--- config.mk ---
export PLATFORM = sky130hd
export DESIGN_NAME = ci_rx_filter
export DESIGN_NICKNAME = d
export VERILOG_FILES = /design/src/rtl/ci_rx_pkg.sv /design/src/rtl/ci_rx_deser.sv /design/src/rtl/ci_rx_filter_core.sv /design/src/rtl/ci_rx_pins.sv /design/src/rtl/ci_rx_filter.sv
export SDC_FILE = /design/constraint.sdc
export NUM_CORES = 1
export LEC_CHECK = 0
export CAP_MARGIN = 20
export CELL_PAD_IN_SITES_DETAIL_PLACEMENT = 1
export CELL_PAD_IN_SITES_GLOBAL_PLACEMENT = 2
export CORE_ASPECT_RATIO = 1.2
export CORE_MARGIN = 2
export CORE_UTILIZATION = 37
export CTS_CLUSTER_DIAMETER = 200
export DETAILED_ROUTE_END_ITERATION = 10
export GPL_ROUTABILITY_DRIVEN = 0
export GPL_TIMING_DRIVEN = 0
export PLACE_DENSITY_LB_ADDON = 0.2
export RECOVER_POWER = 100
export REMOVE_ABC_BUFFERS = 1
export SETUP_SLACK_MARGIN = 0.4
export SYNTH_ARGS = -nofsm -noshare
export SYNTH_HDL_FRONTEND = slang
export SYNTH_SLANG_ARGS = --single-unit
--- constraint.sdc ---
create_clock -name clk -period 4.4 [get_ports clk]
set_input_delay 0.88 -clock clk [delete_from_list [all_inputs] [get_ports clk]]
set_output_delay 0.88 -clock clk [all_outputs]
set_load 0.02 [all_outputs]
--- src/rtl/ci_rx_pkg.sv ---
package ci_rx_pkg;
    typedef enum logic [1:0] {
        RULE_NONE,
        RULE_HOLD,
        RULE_STAGE,
        RULE_ACCEPT
    } rule_e;
endpackage

--- src/rtl/ci_rx_deser.sv ---
module ci_rx_deser #(
    parameter int OCT_W = 8
) (
    input  logic             clk,
    input  logic             rst_n,
    input  logic             frame_sync,
    input  logic             sdata,
    output logic [OCT_W-1:0] octet,
    output logic             octet_vld
);
    localparam int CNT_W = $clog2(OCT_W + 1);

    typedef struct packed {
        logic [OCT_W-2:0] sh;
        logic [CNT_W-1:0] cnt;
        logic [OCT_W-1:0] oct;
        logic             vld;
    } st_t;

    st_t st_d, st_q;

    always_comb begin
        st_d     = st_q;
        st_d.vld = 1'b0;
        if (frame_sync) begin
            st_d.sh  = {{(OCT_W-2){1'b0}}, sdata};
            st_d.cnt = CNT_W'(1);
        end else if (st_q.cnt != '0 && st_q.cnt < CNT_W'(OCT_W)) begin
            st_d.sh  = {st_q.sh[OCT_W-3:0], sdata};
            st_d.cnt = st_q.cnt + 1'b1;
            if (st_q.cnt == CNT_W'(OCT_W - 1)) begin
                st_d.oct = {st_q.sh, sdata};
                st_d.vld = 1'b1;
            end
        end
    end

    always_ff @(posedge clk) begin
        if (!rst_n) st_q <= '0;
        else        st_q <= st_d;
    end

    assign octet     = st_q.oct;
    assign octet_vld = st_q.vld;

    // the completion strobe lasts a single cycle
    a_r1_single_pulse: assert property (@(posedge clk) disable iff (!rst_n)
        octet_vld |=> !octet_vld);

    // captured octet moves only together with the strobe
    a_r2_octet_hold: assert property (@(posedge clk) disable iff (!rst_n)
        !octet_vld |-> $stable(octet));
endmodule

--- src/rtl/ci_rx_filter_core.sv ---
module ci_rx_filter_core
    import ci_rx_pkg::*;
#(
    parameter int DATA_W = 5,
    parameter int ADDR_W = 1
) (
    input  logic                             clk,
    input  logic                             rst_n,
    input  logic                             vld,
    input  logic [DATA_W+ADDR_W-1:0]         field,
    output logic [(1<<ADDR_W)*DATA_W-1:0]    ci_flat
);
    localparam int FW  = DATA_W + ADDR_W;
    localparam int NCH = 1 << ADDR_W;

    typedef struct packed {
        logic [NCH-1:0][DATA_W-1:0] ci;
        logic [FW-1:0]              sec;
        logic                       lat;
    } st_t;

    st_t st_d, st_q;

    logic [ADDR_W-1:0] addr;
    logic [DATA_W-1:0] data;
    logic [FW-1:0]     cur;
    rule_e             rule;

    assign addr = field[ADDR_W-1:0];
    assign data = field[FW-1:ADDR_W];
    assign cur  = {st_q.ci[addr], addr};

    always_comb begin
        if (!vld)                                 rule = RULE_NONE;
        else if (field == cur)                    rule = RULE_HOLD;
        else if (st_q.lat && field == st_q.sec)   rule = RULE_ACCEPT;
        else                                      rule = RULE_STAGE;
    end

    always_comb begin
        st_d = st_q;
        case (rule)
            RULE_HOLD: begin
                st_d.lat = 1'b0;
            end
            RULE_ACCEPT: begin
                st_d.ci[addr] = data;
                st_d.lat      = 1'b0;
            end
            RULE_STAGE: begin
                st_d.sec = field;
                st_d.lat = 1'b1;
            end
            default: ;
        endcase
    end

    always_ff @(posedge clk) begin
        if (!rst_n) st_q <= '0;
        else        st_q <= st_d;
    end

    assign ci_flat = st_q.ci;

    // a new differing field is parked and pending is raised
    a_r3_stage: assert property (@(posedge clk) disable iff (!rst_n)
        (vld && field != cur && !(st_q.lat && field == st_q.sec))
        |=> (st_q.lat && st_q.sec == $past(field) && $stable(st_q.ci)));

    // second identical field lands in the addressed register
    a_r4_accept: assert property (@(posedge clk) disable iff (!rst_n)
        (vld && field != cur && st_q.lat && field == st_q.sec)
        |=> (!st_q.lat && st_q.ci[$past(addr)] == $past(data)));

    // a field equal to the register clears pending and changes nothing
    a_r6_hold: assert property (@(posedge clk) disable iff (!rst_n)
        (vld && field == cur) |=> (!st_q.lat && $stable(st_q.ci)));

    // registers move only on a completed octet
    a_r7_ci_quiet: assert property (@(posedge clk) disable iff (!rst_n)
        !$past(vld) |-> $stable(st_q.ci));
endmodule

--- src/rtl/ci_rx_pins.sv ---
module ci_rx_pins #(
    parameter int DATA_W = 5,
    parameter int NCH    = 2
) (
    input  logic                  clk,
    input  logic                  rst_n,
    input  logic                  vld,
    input  logic [NCH*DATA_W-1:0] ci_flat,
    input  logic [NCH*DATA_W-1:0] dir_flat,
    output logic [NCH*DATA_W-1:0] pins_flat
);
    logic [NCH*DATA_W-1:0] hold_d, hold_q;

    always_comb begin
        hold_d = hold_q;
        if (vld) hold_d = ci_flat;
    end

    always_ff @(posedge clk) begin
        if (!rst_n) hold_q <= '0;
        else        hold_q <= hold_d;
    end

    for (genvar g = 0; g < NCH; g++) begin : g_chan
        assign pins_flat[g*DATA_W +: DATA_W] =
            hold_q[g*DATA_W +: DATA_W] & dir_flat[g*DATA_W +: DATA_W];
    end

    // the pin stage is frozen between octet strobes
    a_r7_pin_quiet: assert property (@(posedge clk) disable iff (!rst_n)
        !$past(vld) |-> $stable(hold_q));
endmodule

--- src/rtl/ci_rx_filter.sv ---
module ci_rx_filter #(
    parameter int DATA_W = 5,
    parameter int ADDR_W = 1
) (
    input  logic                                clk,
    input  logic                                rst_n,
    input  logic                                frame_sync,
    input  logic                                sdata,
    input  logic [(1<<ADDR_W)*DATA_W-1:0]       pin_dir,
    output logic [(1<<ADDR_W)*DATA_W-1:0]       pin_out,
    output logic                                mr,
    output logic                                mx,
    output logic                                octet_valid
);
    localparam int FW    = DATA_W + ADDR_W;
    localparam int OCT_W = FW + 2;
    localparam int NCH   = 1 << ADDR_W;

    logic [OCT_W-1:0]      octet;
    logic                  vld;
    logic [NCH*DATA_W-1:0] ci_flat;

    ci_rx_deser #(.OCT_W(OCT_W)) u_deser (
        .clk        (clk),
        .rst_n      (rst_n),
        .frame_sync (frame_sync),
        .sdata      (sdata),
        .octet      (octet),
        .octet_vld  (vld)
    );

    ci_rx_filter_core #(.DATA_W(DATA_W), .ADDR_W(ADDR_W)) u_core (
        .clk     (clk),
        .rst_n   (rst_n),
        .vld     (vld),
        .field   (octet[OCT_W-1:2]),
        .ci_flat (ci_flat)
    );

    ci_rx_pins #(.DATA_W(DATA_W), .NCH(NCH)) u_pins (
        .clk       (clk),
        .rst_n     (rst_n),
        .vld       (vld),
        .ci_flat   (ci_flat),
        .dir_flat  (pin_dir),
        .pins_flat (pin_out)
    );

    assign mr          = octet[1];
    assign mx          = octet[0];
    assign octet_valid = vld;
endmodule

# Word level (Yosys, flattened, before mapping)
# Cells that the tools add are included.
dict set report word_totals {
  in_bits 14
  word_cells 48
  out_inout_bits 13
  regBits 47
}
dict set report op_classes {
  n_lt_le_gt_ge 3
  bitwise_logic 5
  n_reduce_logical 10
  add_sub_neg 1
  n_eq_ne 6
  mux 12
}
# op n
set ops {}
lappend ops {{$mux 5} 4}
lappend ops {{$mux 14} 1}
lappend ops {{$and 5x5->5} 2}
lappend ops {{$bwmux 10} 1}
lappend ops {{$mux 9} 1}
lappend ops {{$eq 6x6->1} 1}
lappend ops {{$demux 5 s1} 1}
lappend ops {{$eq 5x5->1} 1}
lappend ops {{$add 4x1->4 const B} 1}
lappend ops {{$eq 2x2->1 const B} 2}
lappend ops {{$eq 4x3->1 const B} 1}
lappend ops {{$lt 4x4->1 const B} 1}
lappend ops {{$mux 2} 2}
lappend ops {{$reduce_bool 2->1} 2}
lappend ops {{$reduce_bool 4->1} 1}
lappend ops {{$reduce_or 2->1} 2}
lappend ops {{$logic_and 1x1->1} 3}
lappend ops {{$not 1->1} 3}
lappend ops {{$reduce_and 3->1} 1}
lappend ops {{$reduce_or 3->1} 1}
lappend ops {{$eq 2x1->1 const B} 1}
lappend ops {{$lt 1x2->1 const B} 1}
lappend ops {{$pmux 1 s2} 1}
lappend ops {{$ge 1x1->1 const B} 1}
lappend ops {{$mux 1} 1}

# Logic depth before layout (Yosys ltp)
# Gate-level depths: netlist of run 1.
dict set report logic_depth {
  depth_word 8
  ltp_mapped 7
  depth_no_buf 6
}

# Modules after synthesis
# From an unflattened synthesis of run 1, not the netlist that was laid out.
dict set report hier_totals {
  cells_unflattened 238
  hier_area_um2 2242.2
}
# module instances cells_each area_each_um2
set modules_own_cells {}
lappend modules_own_cells {ci_rx_filter_core 1 96 915.9}
lappend modules_own_cells {ci_rx_deser 1 101 889.6}
lappend modules_own_cells {ci_rx_pins 1 41 436.7}

# Worst setup path after synthesis of run 1
# No wires, ideal clock.
dict set report synth_path {
  path_kind {input to output}
  from {in pin_dir[0]}
  to {out pin_out[0]}
  arrival_time_ns 1.096
  path_stages 1
  slack_ns 2.424
  path_buffers 0
  path_cell_list {and2_1}
}
dict set report synth_via {
  elab_chain_cells 1
}
# item line
set synth_rtl {}
lappend synth_rtl {{from (decl)} ci_rx_filter.sv:9} ;# input logic [(1<<ADDR_W)*DATA_W-1:0] pin_dir,
lappend synth_rtl {{$and 5x5->5} ci_rx_pins.sv:26} ;# hold_q[g*DATA_W +: DATA_W] & dir_flat[g*DATA_W +: DATA_W];
lappend synth_rtl {{to (decl)} ci_rx_filter.sv:10} ;# output logic [(1<<ADDR_W)*DATA_W-1:0] pin_out,
# No other way between the ends.

# Worst setup path in the final report of run 1
# Ends and elaborated chain as after synthesis.

==> impl_results.md, run 1 <==
- Crit path capture type: primary output
- Worst Path Max Fanout: 1
- Initial Util: 38.73%
- Number of gates resized after cts: 0
- Net Sw Frac: 22.52%
- Max Clock Freq: 0.3331 GHz
- DRC Markers: 0
- Worst EP required: 3.52 ns
- Setup Fix Bufs, Post-CTS: 0
- Worst IR Drop VDD: 0.0001300 V
- H-tree depth: 2
- Wirelength per Cell: 14.37 µm
- Reg2reg path depth: 5
- Worst Hold Class: reg -> reg
- Area grow syn2layout: 16.90%
- Hold Path Origin: u_core.st_q[3]$_SDFFE_PN0N_
- Worst-path clk slew: 0.08 ns
- Mapped Area: 2066 µm²
- Setup WS pre-CTS: 1.451 ns
- CP startpoint kind: input port
- Number of global-route vias before repair: 1538
- Core area: 5334 µm²
- Num CTS Buffers: 5
- Placement Rows: 29
- Global-route wire length before repair: 7258 µm
- # placed instances: 285
- Hold Fails Final Rpt: 0
- Global-route track usage on met2: 27.86%
- Setup WS post-layout: 1.398 ns
- Mapped Avg Cell Area: 9.931 µm²
- Die footprint: 6199 µm²
- Synth Register Bits: 47
- Final Instance Count excl. Fillers: 294
- CTS root buffer: clkbuf_8
- Seq pwr share: 59.2%
- Endpoints failing setup: 0
- Setup TNS: 0 ns
- Routed WL: 4225 µm
- Post-DR vias/cell: 4.895
- Worst R2R End: u_core.ci_flat[1]$_SDFFE_PN0P_
- Largest net degree at the start of global routing: 25
- Crit Reg-Reg Startpoint: u_deser.octet[2]$_SDFFE_PN0P_
- Crit path arrival time: 2.12 ns
- Register area share after synthesis: 45.55%
- CTS Hold Bufs: 0
- DR pass1 iterations: 3
- Initial antenna violation count: 0
- Worst hold endpoint: u_core.st_q[3]$_SDFFE_PN0N_
- Netlist cell types: 25
- I/O pins: 27
- DP Wirelength: 3097 µm
- Final min period: 3.002 ns
- Worst Skew: 0.01005 ns
- Die Width: 72.21 µm
- Clock power share: 35.0%
- Logic pwr share: 5.8%
- Initial DRC Count: 65
- Actual slew at the worst max-slew pin: 1.444 ns
- Worst-Skew Late Latency: 0.30 ns
- Via count: 1439
- Reg area: 940.9 µm²
- GR met3 Demand/Resource: 3.525%
- Multi-input gate area: 1028 µm²
- Syn Inst Count: 208
- GR Layer Usage met1: 16.78%
- Total number of yosys warnings: 0
- Clock Tree Buf Depth: 2
- Status: complete, no violations
- Layout cells sized above 1: 3.448%
- # diodes: 0
- Global route overflow: 0
- Reg2reg setup slack: 2.04 ns
- Internal power: 561.7 µW
- Gr usage total: 15.29%
- Busiest grt layer: met2
- Port buffer count: 26
- ANT nets after route: 0
- Filler instances: 591
- P per Cell Area: 300.2 nW/µm²
- Die height: 85.85 µm
- Clock sinks: 47
- Max-cap viol count: 0
- Fin nets: 247
- CTS tree: yes
- Fin crit share: 68.23%
- Worst hold stages: 2
- Leakage: 0.0009090 µW
- Max-slew violation count: 0
- RSZ-0062 raised after global routing: false
- Crit path kind: in -> out
- Psw: 163.2 µW
- Relative slew slack: 3.008%
[power by group through the flow]
stage | registers (µW) | clock network, µW | logic, µW
after detailed placement | 440 | 0 | 44.2
after floorplan | 439 | 0 | 19.6
final | 429 | 254 | 41.7
after global routing | 430 | 284 | 45.5
after CTS | 430 | 266 | 44.3
after global placement | 439 | 0 | 39.0
[cells in the mapped netlist]
library cell  instances  area share (%)
ha_1                  2             1.2
clkbuf_1              7             1.3
nand2b_1              2            0.61
mux2i_1              45              22
nor2b_1              19             5.8
o21a_1                2            0.73
o21ai_0               3            0.73
nand3_2               1            0.48
xor2_1                5             2.1
dfxtp_1              47              46
nand4_1               1            0.30
and2_1               11             3.3
nor3_1                2            0.48
nand3_1               1            0.24
o21ba_2               1            0.48
a31oi_1               1            0.30
buf_2                 3            0.73
inv_1                 4            0.73
xnor2_1               7             3.0
a21boi_0              1            0.36
o2111ai_2             2             1.5
buf_6                 2             1.1
nand2_1              24             4.4
nor2_1               12             2.2
a21oi_1               3            0.73
[sequential cells by signal, summed over array words and instances (netlist names)]
| name | cells |
|---|---|
| u_core.ci_flat | 10 |
| u_core.st_q | 7 |
| u_pins.hold_q | 10 |
| u_deser.octet_vld | 1 |
| u_deser.st_q | 11 |
| u_deser.octet | 8 |
[worst max-delay path: stages]
cell             delay (ns)
clkdlybuf4s50_1        0.46
and2_1                 0.12
dlygate4sd3_1          0.67
[cells by family (layout without fill, tap and decap cells)]
family / count (synthesis) / in the layout / synth area share (%)
fa+ha+maj: 2 / 2 / 1.211
buf+inv: 16 / 40 / 3.816
simple gates: 73 / 73 / 17.75
flops: 47 / 47 / 45.55
mux: 45 / 45 / 21.80
xor+xnor: 12 / 12 / 5.088
compound gates: 13 / 13 / 4.785
[metal layers]
metal | up-vias | wire, µm
met5 | - | 0
met1 | 684 | 1750
li1 | 726 | -
met3 | 7 | 127
met4 | 0 | 66
met2 | 22 | 2281
[final cells by class]
class	count	area share, %
multi-input combinational	145	42.59
tap	62	3.212
clock inverter	1	0.2073
sequential	47	38.96
timing repair buffer	28	11.24
inverter	4	0.6218
clock buffer	7	3.161
[worst max-delay path by stage]
stage	from	endpoint	slack (ns)	cells past startpoint
floorplan	frame_sync	u_deser.octet[0]$_SDFFE_PN0P_	2.21	3
global placement	frame_sync	u_deser.octet[1]$_SDFFE_PN0P_	1.31	4
detailed placement	pin_dir[0]	pin_out[0]	1.45	3
CTS	pin_dir[0]	pin_out[0]	1.45	3
global route	rst_n	u_core.ci_flat[1]$_SDFFE_PN0P_	1.33	4
finish	pin_dir[0]	pin_out[0]	1.40	3
[layout by cell type, fill, tap and decap left out, types with 2 or more instances in the layout]
| cell type | Yosys | routed |
|---|---|---|
| dfxtp_1 | 47 | 47 |
| mux2i_1 | 45 | 45 |
| nand2_1 | 24 | 24 |
| nor2b_1 | 19 | 19 |
| dlygate4sd3_1 | 0 | 15 |
| nor2_1 | 12 | 12 |
| and2_1 | 11 | 11 |
| clkdlybuf4s50_1 | 0 | 11 |
| xnor2_1 | 7 | 7 |
| xor2_1 | 5 | 5 |
| clkbuf_8 | 0 | 5 |
| inv_1 | 4 | 4 |
| a21oi_1 | 3 | 3 |
| o21ai_0 | 3 | 3 |
| clkbuf_1 | 7 | 3 |
| nand2b_1 | 2 | 2 |
| nor3_1 | 2 | 2 |
| o21a_1 | 2 | 2 |
| nand3_1 | 1 | 2 |
| o2111ai_1 | 0 | 2 |
| ha_1 | 2 | 2 |
[stage by stage]
stage                     area (µm²)  hold WS, ns  util (%)  total power [µW]
after CTS                       2454       0.4825     46.00             740.3
after detailed placement        2372       0.4699     44.48             483.8
after global routing            2415       0.5039     45.27             759.2
after global placement          2340       0.4560     43.87             478.3
after floorplan                 2002       0.4480         -             458.7
final                           2415       0.4772     45.27             724.9
No activity file was read; power rests on OpenSTA's default activity.
==> inputs of run 2 (changes only) <==
--- a/config.mk
+++ b/config.mk
@@ -10,7 +10,7 @@
 export CELL_PAD_IN_SITES_GLOBAL_PLACEMENT = 2
 export CORE_ASPECT_RATIO = 1.2
 export CORE_MARGIN = 2
-export CORE_UTILIZATION = 37
+export CORE_UTILIZATION = 34
 export CTS_CLUSTER_DIAMETER = 200
 export DETAILED_ROUTE_END_ITERATION = 10
 export GPL_ROUTABILITY_DRIVEN = 0
==> constraint.sdc (replaced) <==
create_clock -name clk -period 3.05 [get_ports clk]
set_input_delay 0.61 -clock clk [delete_from_list [all_inputs] [get_ports clk]]
set_output_delay 0.61 -clock clk [all_outputs]
set_load 0.02 [all_outputs]
==> impl_results.md, run 2 (synthesized netlist as in run 1, its figures left out) <==
- DRC Markers: 0
- Commonest non-fill, non-tap cell in the layout: dfxtp_1
- Failing checks: capacitance limit
- Global route overflow: 0
- Reg area: 940.9 µm²
- Initial DRC Count: 40
- Slowest CP cell: dfxtp_1
- Setup WS pre-CTS: 0.6576 ns
- Setup WS post-layout: 0.5222 ns
- Actual slew at the worst max-slew pin: 1.488 ns
- RSZ-0062 raised after global routing: false
- Max Clock Freq: 0.3956 GHz
- P per Cell Area: 426.9 nW/µm²
- Worst EP required: 2.44 ns
- Routed WL: 3956 µm
- Reg2reg setup slack: 0.67 ns
- Clock sinks: 47
- Crit path capture type: primary output
- Worst Path Max Fanout: 16
- Most frequent cells in the layout: 47 x dfxtp_1, 45 x mux2i_1, 24 x nand2_1
- Global-route wire length before repair: 6706 µm
- Final min period: 2.528 ns
- I/O pins: 27
- # diodes: 0
- Worst IR Drop VDD: 0.0002205 V
- Fin nets: 246
- ANT nets after route: 0
- Setup Fix Bufs, Post-CTS: 0
- Crit-path cells: clkdlybuf4s50_1
- Finished Cell Area: 2427 µm²
- Largest register FFs: 11
- Placement Rows: 31
- Hold Fails Final Rpt: 0
- Num CTS Buffers: 5
- Die height: 89.39 µm
- Crit path kind: reg -> out
- Port buffer count: 26
- Crit path arrival time: 1.92 ns
- Relative slew slack: 0.03085%
- Area grow syn2layout: 17.50%
- DR pass1 iterations: 2
- Multi-input gate area: 1028 µm²
- Max-slew violation count: 0
- Initial antenna violation count: 0
- Setup TNS: 0 ns
- Worst-path clk slew: 0.08 ns
- Post-Place Cell Area: 2365 µm²
- Top reg by flops: u_deser.st_q
- Die Width: 75.16 µm
- CP startpoint kind: register
- Gr usage total: 13.19%
- Layout cells sized above 1: 3.030%
- Max-cap viol count: 1
- Clock Tree Buf Depth: 2
- Worst Skew: 0.004116 ns
- Fin crit share: 82.88%
- Worst-Skew Late Latency: 0.29 ns
- Critical Path Max Stage Delay: 0.87 ns
- Status: finished, violations left
- Number of global-route vias before repair: 1430
- Initial Util: 34.58%
- Wirelength per Cell: 12.64 µm
- Leakage: 0.0009165 µW
- Die footprint: 6718 µm²
- Top delay family on crit path: flip-flops
- Post-DR vias/cell: 4.649
- CP Buf/Inv Count: 1
- CTS root buffer: clkbuf_8
- Worst Hold Class: reg -> reg
- CTS Hold Bufs: 0
- Filler instances: 706
- H-tree depth: 2
- DP Wirelength: 2748 µm
- Largest net degree at the start of global routing: 46
- CTS tree: yes
- Endpoints failing setup: 0
- Core area: 5973 µm²
- Via count: 1455
- Number of gates resized after cts: 1
run 2: changes by cell type in the layout (fill, tap and decap cells not counted), sizes merged:
cell,before,now
clkdlybuf4s50,11,13
dlygate4sd3,15,12
run 2: area by class of cell:
cell class | instances | area share [%]
Clock buffer | 7 | 3.144
Clock inverter | 1 | 0.2062
Inverter | 4 | 0.6186
Multi-Input combinational cell | 145 | 42.37
Sequential cell | 47 | 38.76
Tap cell | 82 | 4.227
Timing Repair Buffer | 27 | 10.67
run 2: per-stage QoR:
stage               instances  hold WS (ns)  total power [µW]  util, %
floorplan                 196        0.4480             661.7        -
CTS                       312        0.4823              1059    40.97
global placement          304        0.4568             692.9    39.59
detailed placement        304        0.4703             692.4    39.59
global route              313        0.5017              1086    40.64
finish                    313        0.4725              1036    40.64
run 2: path summary, 6_finish.rpt:
path	from	to	depth (start not counted)
setup reg to reg	u_deser.octet[2]$_SDFFE_PN0P_	u_core.ci_flat[6]$_SDFFE_PN0P_	5
hold reg to reg	u_core.st_q[6]$_SDFFE_PN0N_	u_core.st_q[6]$_SDFFE_PN0N_	2
setup / recovery	u_deser.octet_vld$_SDFF_PP0_	octet_valid	1
hold / removal	u_core.st_q[6]$_SDFFE_PN0N_	u_core.st_q[6]$_SDFFE_PN0N_	2
run 2: metal layers:
metal / track usage [%] / vias up / wire (µm)
li1: - / 727 / -
met1: 16.41 / 698 / 1812
met2: 21.93 / 23 / 1945
met3: 2.480 / 7 / 122
met4: 6.061 / 0 / 76
met5: 0 / - / 0
run 2: power breakdown:
group	internal, µW	switching (µW)	total, µW
clock network	161	198	359
logic	30.5	26.5	57.0
registers	617	3.07	620
total	808	228	1040
